[config.mk]
export PLATFORM = sky130hd
export DESIGN_NAME = rotmask_unit
export DESIGN_NICKNAME = d
export VERILOG_FILES = /design/src/rtl/rotmask_pkg.sv /design/src/rtl/rm_decode.sv /design/src/rtl/rm_rotator.sv /design/src/rtl/rm_mask_gen.sv /design/src/rtl/rotmask_unit.sv
export SDC_FILE = /design/constraint.sdc
export NUM_CORES = 1
export LEC_CHECK = 0
export BUFFER_PORTS_ARGS = -buffer_cell sky130_fd_sc_hd__buf_4
export CAP_MARGIN = 15
export CORE_UTILIZATION = 58
export DETAILED_ROUTE_END_ITERATION = 16
export GPL_TIMING_DRIVEN = 1
export PLACE_DENSITY_LB_ADDON = 0.3
export SLEW_MARGIN = 10
export SYNTH_ARGS = -nofsm -noshare
export SYNTH_HDL_FRONTEND = slang
export SYNTH_HIERARCHICAL = 1
export SYNTH_SLANG_ARGS = --single-unit
[constraint.sdc]
create_clock -name clk_i -period 0.8 [get_ports clk_i]
set_input_delay 0.04 -clock clk_i [delete_from_list [all_inputs] [get_ports clk_i]]
set_output_delay 0.04 -clock clk_i [all_outputs]
set_load 0.01 [all_outputs]
[src/rtl/rotmask_pkg.sv]
package rotmask_pkg;
  localparam int RM_XLEN = 64;
  localparam int RM_IDXW = $clog2(RM_XLEN);

  typedef enum logic [2:0] {
    OP_WINS_IMM = 3'd0,
    OP_WCLR_IMM = 3'd1,
    OP_WCLR_REG = 3'd2,
    OP_DIMM     = 3'd3,
    OP_DREG     = 3'd4
  } rm_op_e;

  typedef struct packed {
    logic [RM_IDXW-1:0] rot;
    logic [RM_IDXW-1:0] mbeg;
    logic [RM_IDXW-1:0] mend;
    logic               ins;
    logic               word;
    logic               bad;
  } rm_ctl_t;
endpackage

[src/rtl/rm_decode.sv]
module rm_decode
  import rotmask_pkg::*;
(
  input  logic [2:0]         op_i,
  input  logic [1:0]         sub_i,
  input  logic [RM_IDXW-1:0] rs_amt_i,
  input  logic [4:0]         rb_fld_i,
  input  logic [4:0]         mb_fld_i,
  input  logic [4:0]         me_fld_i,
  input  logic               mb_hi_i,
  input  logic               sh_hi_i,
  output rm_ctl_t            ctl_o
);
  localparam logic [RM_IDXW-1:0] LAST = RM_IDXW'(RM_XLEN - 1);

  logic [RM_IDXW-1:0] mb6, sh6, rsh6;

  assign mb6  = {mb_hi_i, mb_fld_i};
  assign sh6  = {sh_hi_i, rb_fld_i};
  assign rsh6 = rs_amt_i;

  always_comb begin
    ctl_o = '0;
    unique case (op_i)
      OP_WINS_IMM, OP_WCLR_IMM, OP_WCLR_REG: begin
        ctl_o.word = 1'b1;
        ctl_o.ins  = (op_i == OP_WINS_IMM);
        ctl_o.rot  = (op_i == OP_WCLR_REG) ? {1'b0, rsh6[4:0]} : {1'b0, rb_fld_i};
        // word indices sit in the low half of big-endian numbering
        ctl_o.mbeg = {1'b1, mb_fld_i};
        ctl_o.mend = {1'b1, me_fld_i};
      end
      OP_DIMM: begin
        ctl_o.rot = sh6;
        unique case (sub_i)
          2'd0: begin ctl_o.mbeg = mb6;  ctl_o.mend = LAST; end
          2'd1: begin ctl_o.mbeg = '0;   ctl_o.mend = mb6;  end
          default: begin
            ctl_o.mbeg = mb6;
            ctl_o.mend = LAST - sh6;
            ctl_o.ins  = (sub_i == 2'd3);
          end
        endcase
      end
      OP_DREG: begin
        ctl_o.rot = rsh6;
        unique case (sub_i)
          2'd0:    begin ctl_o.mbeg = mb6; ctl_o.mend = LAST; end
          2'd1:    begin ctl_o.mbeg = '0;  ctl_o.mend = mb6;  end
          default: ctl_o.bad = 1'b1;
        endcase
      end
      default: ctl_o.bad = 1'b1;
    endcase
  end
endmodule

[src/rtl/rm_rotator.sv]
module rm_rotator #(
  parameter int W  = 64,
  parameter int AW = $clog2(W)
) (
  input  logic [W-1:0]  data_i,
  input  logic [AW-1:0] amt_i,
  output logic [W-1:0]  data_o
);
  // W is a power of two, so index arithmetic wraps naturally
  for (genvar i = 0; i < W; i++) begin : g_bit
    logic [AW-1:0] src_idx;
    assign src_idx   = AW'(i) - amt_i;
    assign data_o[i] = data_i[src_idx];
  end
endmodule

[src/rtl/rm_mask_gen.sv]
module rm_mask_gen #(
  parameter int W  = 64,
  parameter int AW = $clog2(W)
) (
  input  logic [AW-1:0] beg_i,
  input  logic [AW-1:0] end_i,
  output logic [W-1:0]  mask_o
);
  logic wrap;
  assign wrap = end_i < beg_i;

  // index k is big-endian: k = 0 is the MSB
  for (genvar k = 0; k < W; k++) begin : g_bit
    logic ge_beg, le_end;
    assign ge_beg = AW'(k) >= beg_i;
    assign le_end = AW'(k) <= end_i;
    assign mask_o[W-1-k] = wrap ? (ge_beg | le_end) : (ge_beg & le_end);
  end
endmodule

[src/rtl/rotmask_unit.sv]
module rotmask_unit
  import rotmask_pkg::*;
#(
  parameter int XLEN = RM_XLEN
) (
  input  logic            clk_i,
  input  logic            rst_ni,
  input  logic            valid_i,
  input  logic [2:0]      op_i,
  input  logic [1:0]      sub_i,
  input  logic [XLEN-1:0] src_i,
  input  logic [XLEN-1:0] dst_i,
  input  logic [5:0]      rs_amt_i,
  input  logic [4:0]      rb_fld_i,
  input  logic [4:0]      mb_fld_i,
  input  logic [4:0]      me_fld_i,
  input  logic            mb_hi_i,
  input  logic            sh_hi_i,
  output logic            valid_o,
  output logic            illegal_o,
  output logic [XLEN-1:0] result_o
);
  localparam int WL = XLEN / 2;
  localparam int AW = $clog2(XLEN);

  rm_ctl_t         ctl;
  logic [XLEN-1:0] opnd, rot, mask, nxt;
  logic            valid_q, bad_q;
  logic [XLEN-1:0] res_q;

  rm_decode u_dec (
    .op_i     (op_i),
    .sub_i    (sub_i),
    .rs_amt_i (rs_amt_i),
    .rb_fld_i (rb_fld_i),
    .mb_fld_i (mb_fld_i),
    .me_fld_i (me_fld_i),
    .mb_hi_i  (mb_hi_i),
    .sh_hi_i  (sh_hi_i),
    .ctl_o    (ctl)
  );

  assign opnd = ctl.word ? {src_i[WL-1:0], src_i[WL-1:0]} : src_i;

  rm_rotator #(.W(XLEN), .AW(AW)) u_rot (
    .data_i (opnd),
    .amt_i  (ctl.rot),
    .data_o (rot)
  );

  rm_mask_gen #(.W(XLEN), .AW(AW)) u_mask (
    .beg_i  (ctl.mbeg),
    .end_i  (ctl.mend),
    .mask_o (mask)
  );

  assign nxt = ctl.ins ? ((dst_i & ~mask) | (rot & mask)) : (rot & mask);

  always_ff @(posedge clk_i or negedge rst_ni) begin
    if (!rst_ni) begin
      valid_q <= 1'b0;
      bad_q   <= 1'b0;
      res_q   <= '0;
    end else begin
      valid_q <= valid_i;
      bad_q   <= valid_i & ctl.bad;
      if (valid_i && !ctl.bad) res_q <= nxt;
    end
  end

  assign valid_o   = valid_q;
  assign illegal_o = bad_q;
  assign result_o  = res_q;
endmodule

==> results_dict.tcl, run 1 <==
set metrics [dict create \
    portBuffers 224 \
    die_h_um 142.4 \
    run_status "aborted with a tool error" \
    yosysSeqAreaShare_pct 14.44 \
    avgSynthCellArea_um2 9.281 \
    yosysWarningCount 6 \
    clock_sinks 66 \
    grt_max_degree 70 \
    synth_area_mm2 0.01143 \
    synthFlopType "dfrtp_1" \
    cts_buffer_depth 2 \
    synth-seq-cells 66 \
    cts-root-buf "clkbuf_16" \
    synth_common_cells "141 x nand2_1, 122 x mux4_2, 121 x nor2_1" \
    numCtsBuffers 9 \
    synth_top_area_share_pct 24.03 \
    row_count 50 \
    netlist_instances 1232 \
    grt_usage_pct 74.17 \
    dp_cells 1920 \
    yosys.area.top_type "mux4_2" \
    synth_edf_count 0 \
    async_flop_share_pct 100.0 \
    tool.error "[ERROR GRT-0116] Global routing finished with congestion. Check the congestion regions in the DRC Viewer." \
    htree_levels 3 \
    grt_pass1_wl_mm 110.8 \
    synth_most_common_cell "nand2_1" \
    synth_area_leaders "mux4_2 24%, dfrtp_1 14%, mux2i_1 8.1%, maj3_2 5.6%, nand2_1 4.6%" \
    haltStage "global routing (5_1_grt)" \
    synthDistinctLibCells 57 \
    synth_nets 1417 \
    start_util_pct 60.13 \
    dpl.hpwl_mm 39.92 \
    overflow 1 \
    grt_pass1_vias 17850 \
    place.gp.congestion 1.014 \
    post-place-ws_ns -2.729 \
    die_x_um 142.4 \
    io_pins 225 \
]
[per-stage QoR]
stage / TNS, ns / util (%) / instance area [um^2]
after floorplan: -139.49 / - / 11620
after CTS: -132.02 / 92.88 / 17660
after global placement: -150.27 / 81.51 / 15500
after detailed placement: -157.03 / 81.51 / 15500
[cell families after synthesis]
logic type               count (synthesis)  synth area share, %
AO/OA/AOI/OAI                          266                14.96
flip-flops                              66                14.44
multiplexers                           248                35.42
AND/OR/NAND/NOR                        398                16.59
buffers and inverters                  110                5.416
XOR/XNOR                                57                4.366
adder cells (fa/ha/maj)                 87                8.808
[what timing repair did]
item	in CTS
pin swaps	70
gates resized for setup	195
cloned	13
hold buffers	35
endpoints found under the setup margin	130
hold endpoints to repair	101
buffers inserted	55
[metal layers]
layer / GRT usage, % / overflow
met5: 19.30 / 0
met4: 73.85 / 0
met3: 56.86 / 0
met2: 92.41 / 1
met1: 74.87 / 0
==> run 2, diff against run 1 <==
- CORE_UTILIZATION: 58 -> 40
- PLACE_DENSITY_LB_ADDON: 0.3 -> 0.15
==> results_dict.tcl, run 2 <==
set metrics [dict create \
    synth_area_mm2 0.01143 \
    yosysWarningCount 6 \
    rsz0062_at_grt "true" \
    synth_nets 1417 \
    avgSynthCellArea_um2 9.281 \
    worst-path-max-fanout 7 \
    fmax_mhz 349.9 \
    antenna_found_initial 0 \
    synthDistinctLibCells 57 \
    cts_tree "yes" \
    netlist_instances 1232 \
    yosysSeqAreaShare_pct 14.44 \
    setup_viol 130 \
    hold_viol 1 \
    worstReg2RegStart "result_o[29]$_DFFE_PN0P_" \
    pwr-share-comb_pct 75.2 \
    swShare_pct 42.12 \
    clkLatencyLatePin_ns 0.34 \
    htree_levels 3 \
    largest_reg_flops 64 \
    fp.dieArea_mm2 0.02927 \
    clock_skew_ns 0 \
    nNetsFinal 2060 \
    row_count 61 \
    violations "negative hold slack, negative setup slack" \
    grt_pass1_vias 13310 \
    drt_wl_total_mm 55.10 \
    p_leak_nw 8.239 \
    synth_area_leaders "mux4_2 24%, dfrtp_1 14%, mux2i_1 8.1%, maj3_2 5.6%, nand2_1 4.6%" \
    clk_pin_slew_ns 0.06 \
    numCtsBuffers 9 \
    synth_most_common_cell "nand2_1" \
    viasPerCell 6.047 \
    relSlewSlack_pct 56.41 \
    overflow 0 \
    critPathKind "input pin to register" \
    io_pins 225 \
    fin_crit_sh_pct 357.2 \
    synth-seq-cells 66 \
    ir_drop_uv 954.0 \
    layout_setup_ws_ns -2.058 \
    drt_iter0_drc 1183 \
    cts-root-buf "clkbuf_16" \
    required_ns 1.02 \
    vias 13660 \
    synthFlopType "dfrtp_1" \
    switchingPower_mw 16.53 \
    yosys.area.top_type "mux4_2" \
    grt_max_degree 35 \
    portBuffers 224 \
    core_mm2 0.02793 \
    mostFrequentLayoutCells "511 x buf_4, 126 x nand2_1, 122 x mux4_2, 114 x nor2_1, 102 x buf_6" \
    drive_above_1_share_pct 56.06 \
    p_seq_share_pct 13.1 \
    period_minus_slack_ns 2.858 \
    tightest_slew_ns 0.6470 \
    syn_to_final_growth_pct 69.57 \
    die_h_um 171.1 \
    cp-end-kind "register" \
    place.gp.congestion 1.004 \
    cp_data_arrival_time_ns 3.08 \
    synth_common_cells "141 x nand2_1, 122 x mux4_2, 121 x nor2_1" \
    drt_pass1_iterations 5 \
    dpl.hpwl_mm 41.23 \
    final_max_slew_viol_count 0 \
    cts_buffer_depth 2 \
    synth_edf_count 0 \
    start_util_pct 40.93 \
    clkPwrFrac_pct 11.7 \
    wl_per_cell_um 24.40 \
    run_status "finished with violations" \
    p_int_mw 22.71 \
    grt_pass1_wl_mm 80.16 \
    grt_usage_pct 36.88 \
    min_from "dst_i[25]" \
    startpoint_type "input pin" \
    power_density_mw_per_mm2 2024 \
    synth_top_area_share_pct 24.03 \
    hold_ws_ns -0.002920 \
    min_path_type "input pin to register" \
    max-cap-violations 0 \
    n_antenna_cell 0 \
    startpoint "op_i[0]" \
    final_common_cell "buf_4" \
    die_x_um 171.1 \
    drtAntennaViolNets 0 \
    drc 0 \
    async_flop_share_pct 100.0 \
    clock_sinks 66 \
    fin_util_pct 69.41 \
]
[run 2: cell counts after synthesis]
Identical to the previous run, type by type.
[run 2: metal layers]
metal / up-vias / track usage (%) / wire length, um
li1: 6010 / - / -
met1: 6676 / 47.82 / 21730
met2: 813 / 61.13 / 25660
met3: 156 / 4.441 / 4668
met4: 0 / 17.24 / 3038
met5: - / 0 / 0
[run 2: logic make-up (layout without fill, tap and decap cells)]
| group | count (synthesis) | count (layout) | share of synthesized area [%] |
|---|---|---|---|
| DFF | 66 | 66 | 14.44 |
| buffers and inverters | 110 | 758 | 5.416 |
| adders and majority gates | 87 | 87 | 8.808 |
| and+or+nand+nor | 398 | 398 | 16.59 |
| xor gates and xnor gates | 57 | 57 | 4.366 |
| AOI/OAI and AO/OA | 266 | 266 | 14.96 |
| muxes | 248 | 248 | 35.42 |
[run 2: worst paths after layout]
kind,slack [ns],cells past startpoint,endpoint
min,-0.003,3,result_o[25]$_DFFE_PN0P_
max reg2reg,-0.05,3,result_o[29]$_DFFE_PN0P_
max,-2.06,12,result_o[18]$_DFFE_PN0P_
min in group asynchronous,0.08,2,result_o[2]$_DFFE_PN0P_
min reg2reg,0.57,2,result_o[27]$_DFFE_PN0P_
max in group asynchronous,0.31,3,result_o[35]$_DFFE_PN0P_
[run 2: timing repair]
item	in CTS	in global routing
cloned	12	7
endpoints found under the setup margin	130	131
hold endpoints to repair	122	0
hold buffers	56	0
resized for setup	247	82
setup buffers	74	20
pin swaps	130	70
[run 2: power groups by stage]
| stage | registers [mW] | logic (mW) | clock network (mW) |
|---|---|---|---|
| 2_1_floorplan | 5.30 | 12.5 | 0 |
| 3_3_place_gp | 4.99 | 22.7 | 0 |
| 3_5_place_dp | 5.03 | 22.9 | 0 |
| 4_1_cts | 5.10 | 27.5 | 4.62 |
| 5_1_grt | 5.22 | 30.8 | 4.72 |
| 6_report | 5.14 | 29.5 | 4.58 |
[run 2: worst max-delay path: stages]
cell and delay (ns):
buf_8 0.11, and2b_2 0.25, a22oi_2 0.08, o22ai_4 0.22
inv_8 0.04, ha_4 0.34, buf_12 0.15, mux4_2 0.54
mux4_2 0.58, mux4_2 0.55, nand2_1 0.10, a31oi_1 0.07
[run 2: cell type report]
cell class | count | area, um^2
multi-input cells | 1056 | 10190
fillers | 2201 | 8544
repair buffers | 721 | 6646
flip-flops and latches | 66 | 1654
well taps | 378 | 473.0
clock buffers | 11 | 242.7
inverters | 21 | 95.09
clock inverters | 5 | 86.33
[run 2: through the flow]
step / setup TNS, ns / instance area [um^2] / worst slack [ns] / instances / total power [mW]
detailed placement: -151.90 / 16070 / -2.528 / 2084 / 27.96
finish: -128.66 / 19390 / -2.058 / 2258 / 39.24
CTS: -130.54 / 18920 / -2.037 / 2240 / 37.19
global route: -135.58 / 19390 / -2.115 / 2258 / 40.72
floorplan: -139.49 / 11620 / -2.485 / 1232 / 17.79
global placement: -149.75 / 16070 / -2.540 / 2084 / 27.71
Note: power is estimated with default switching activity, not from simulation.
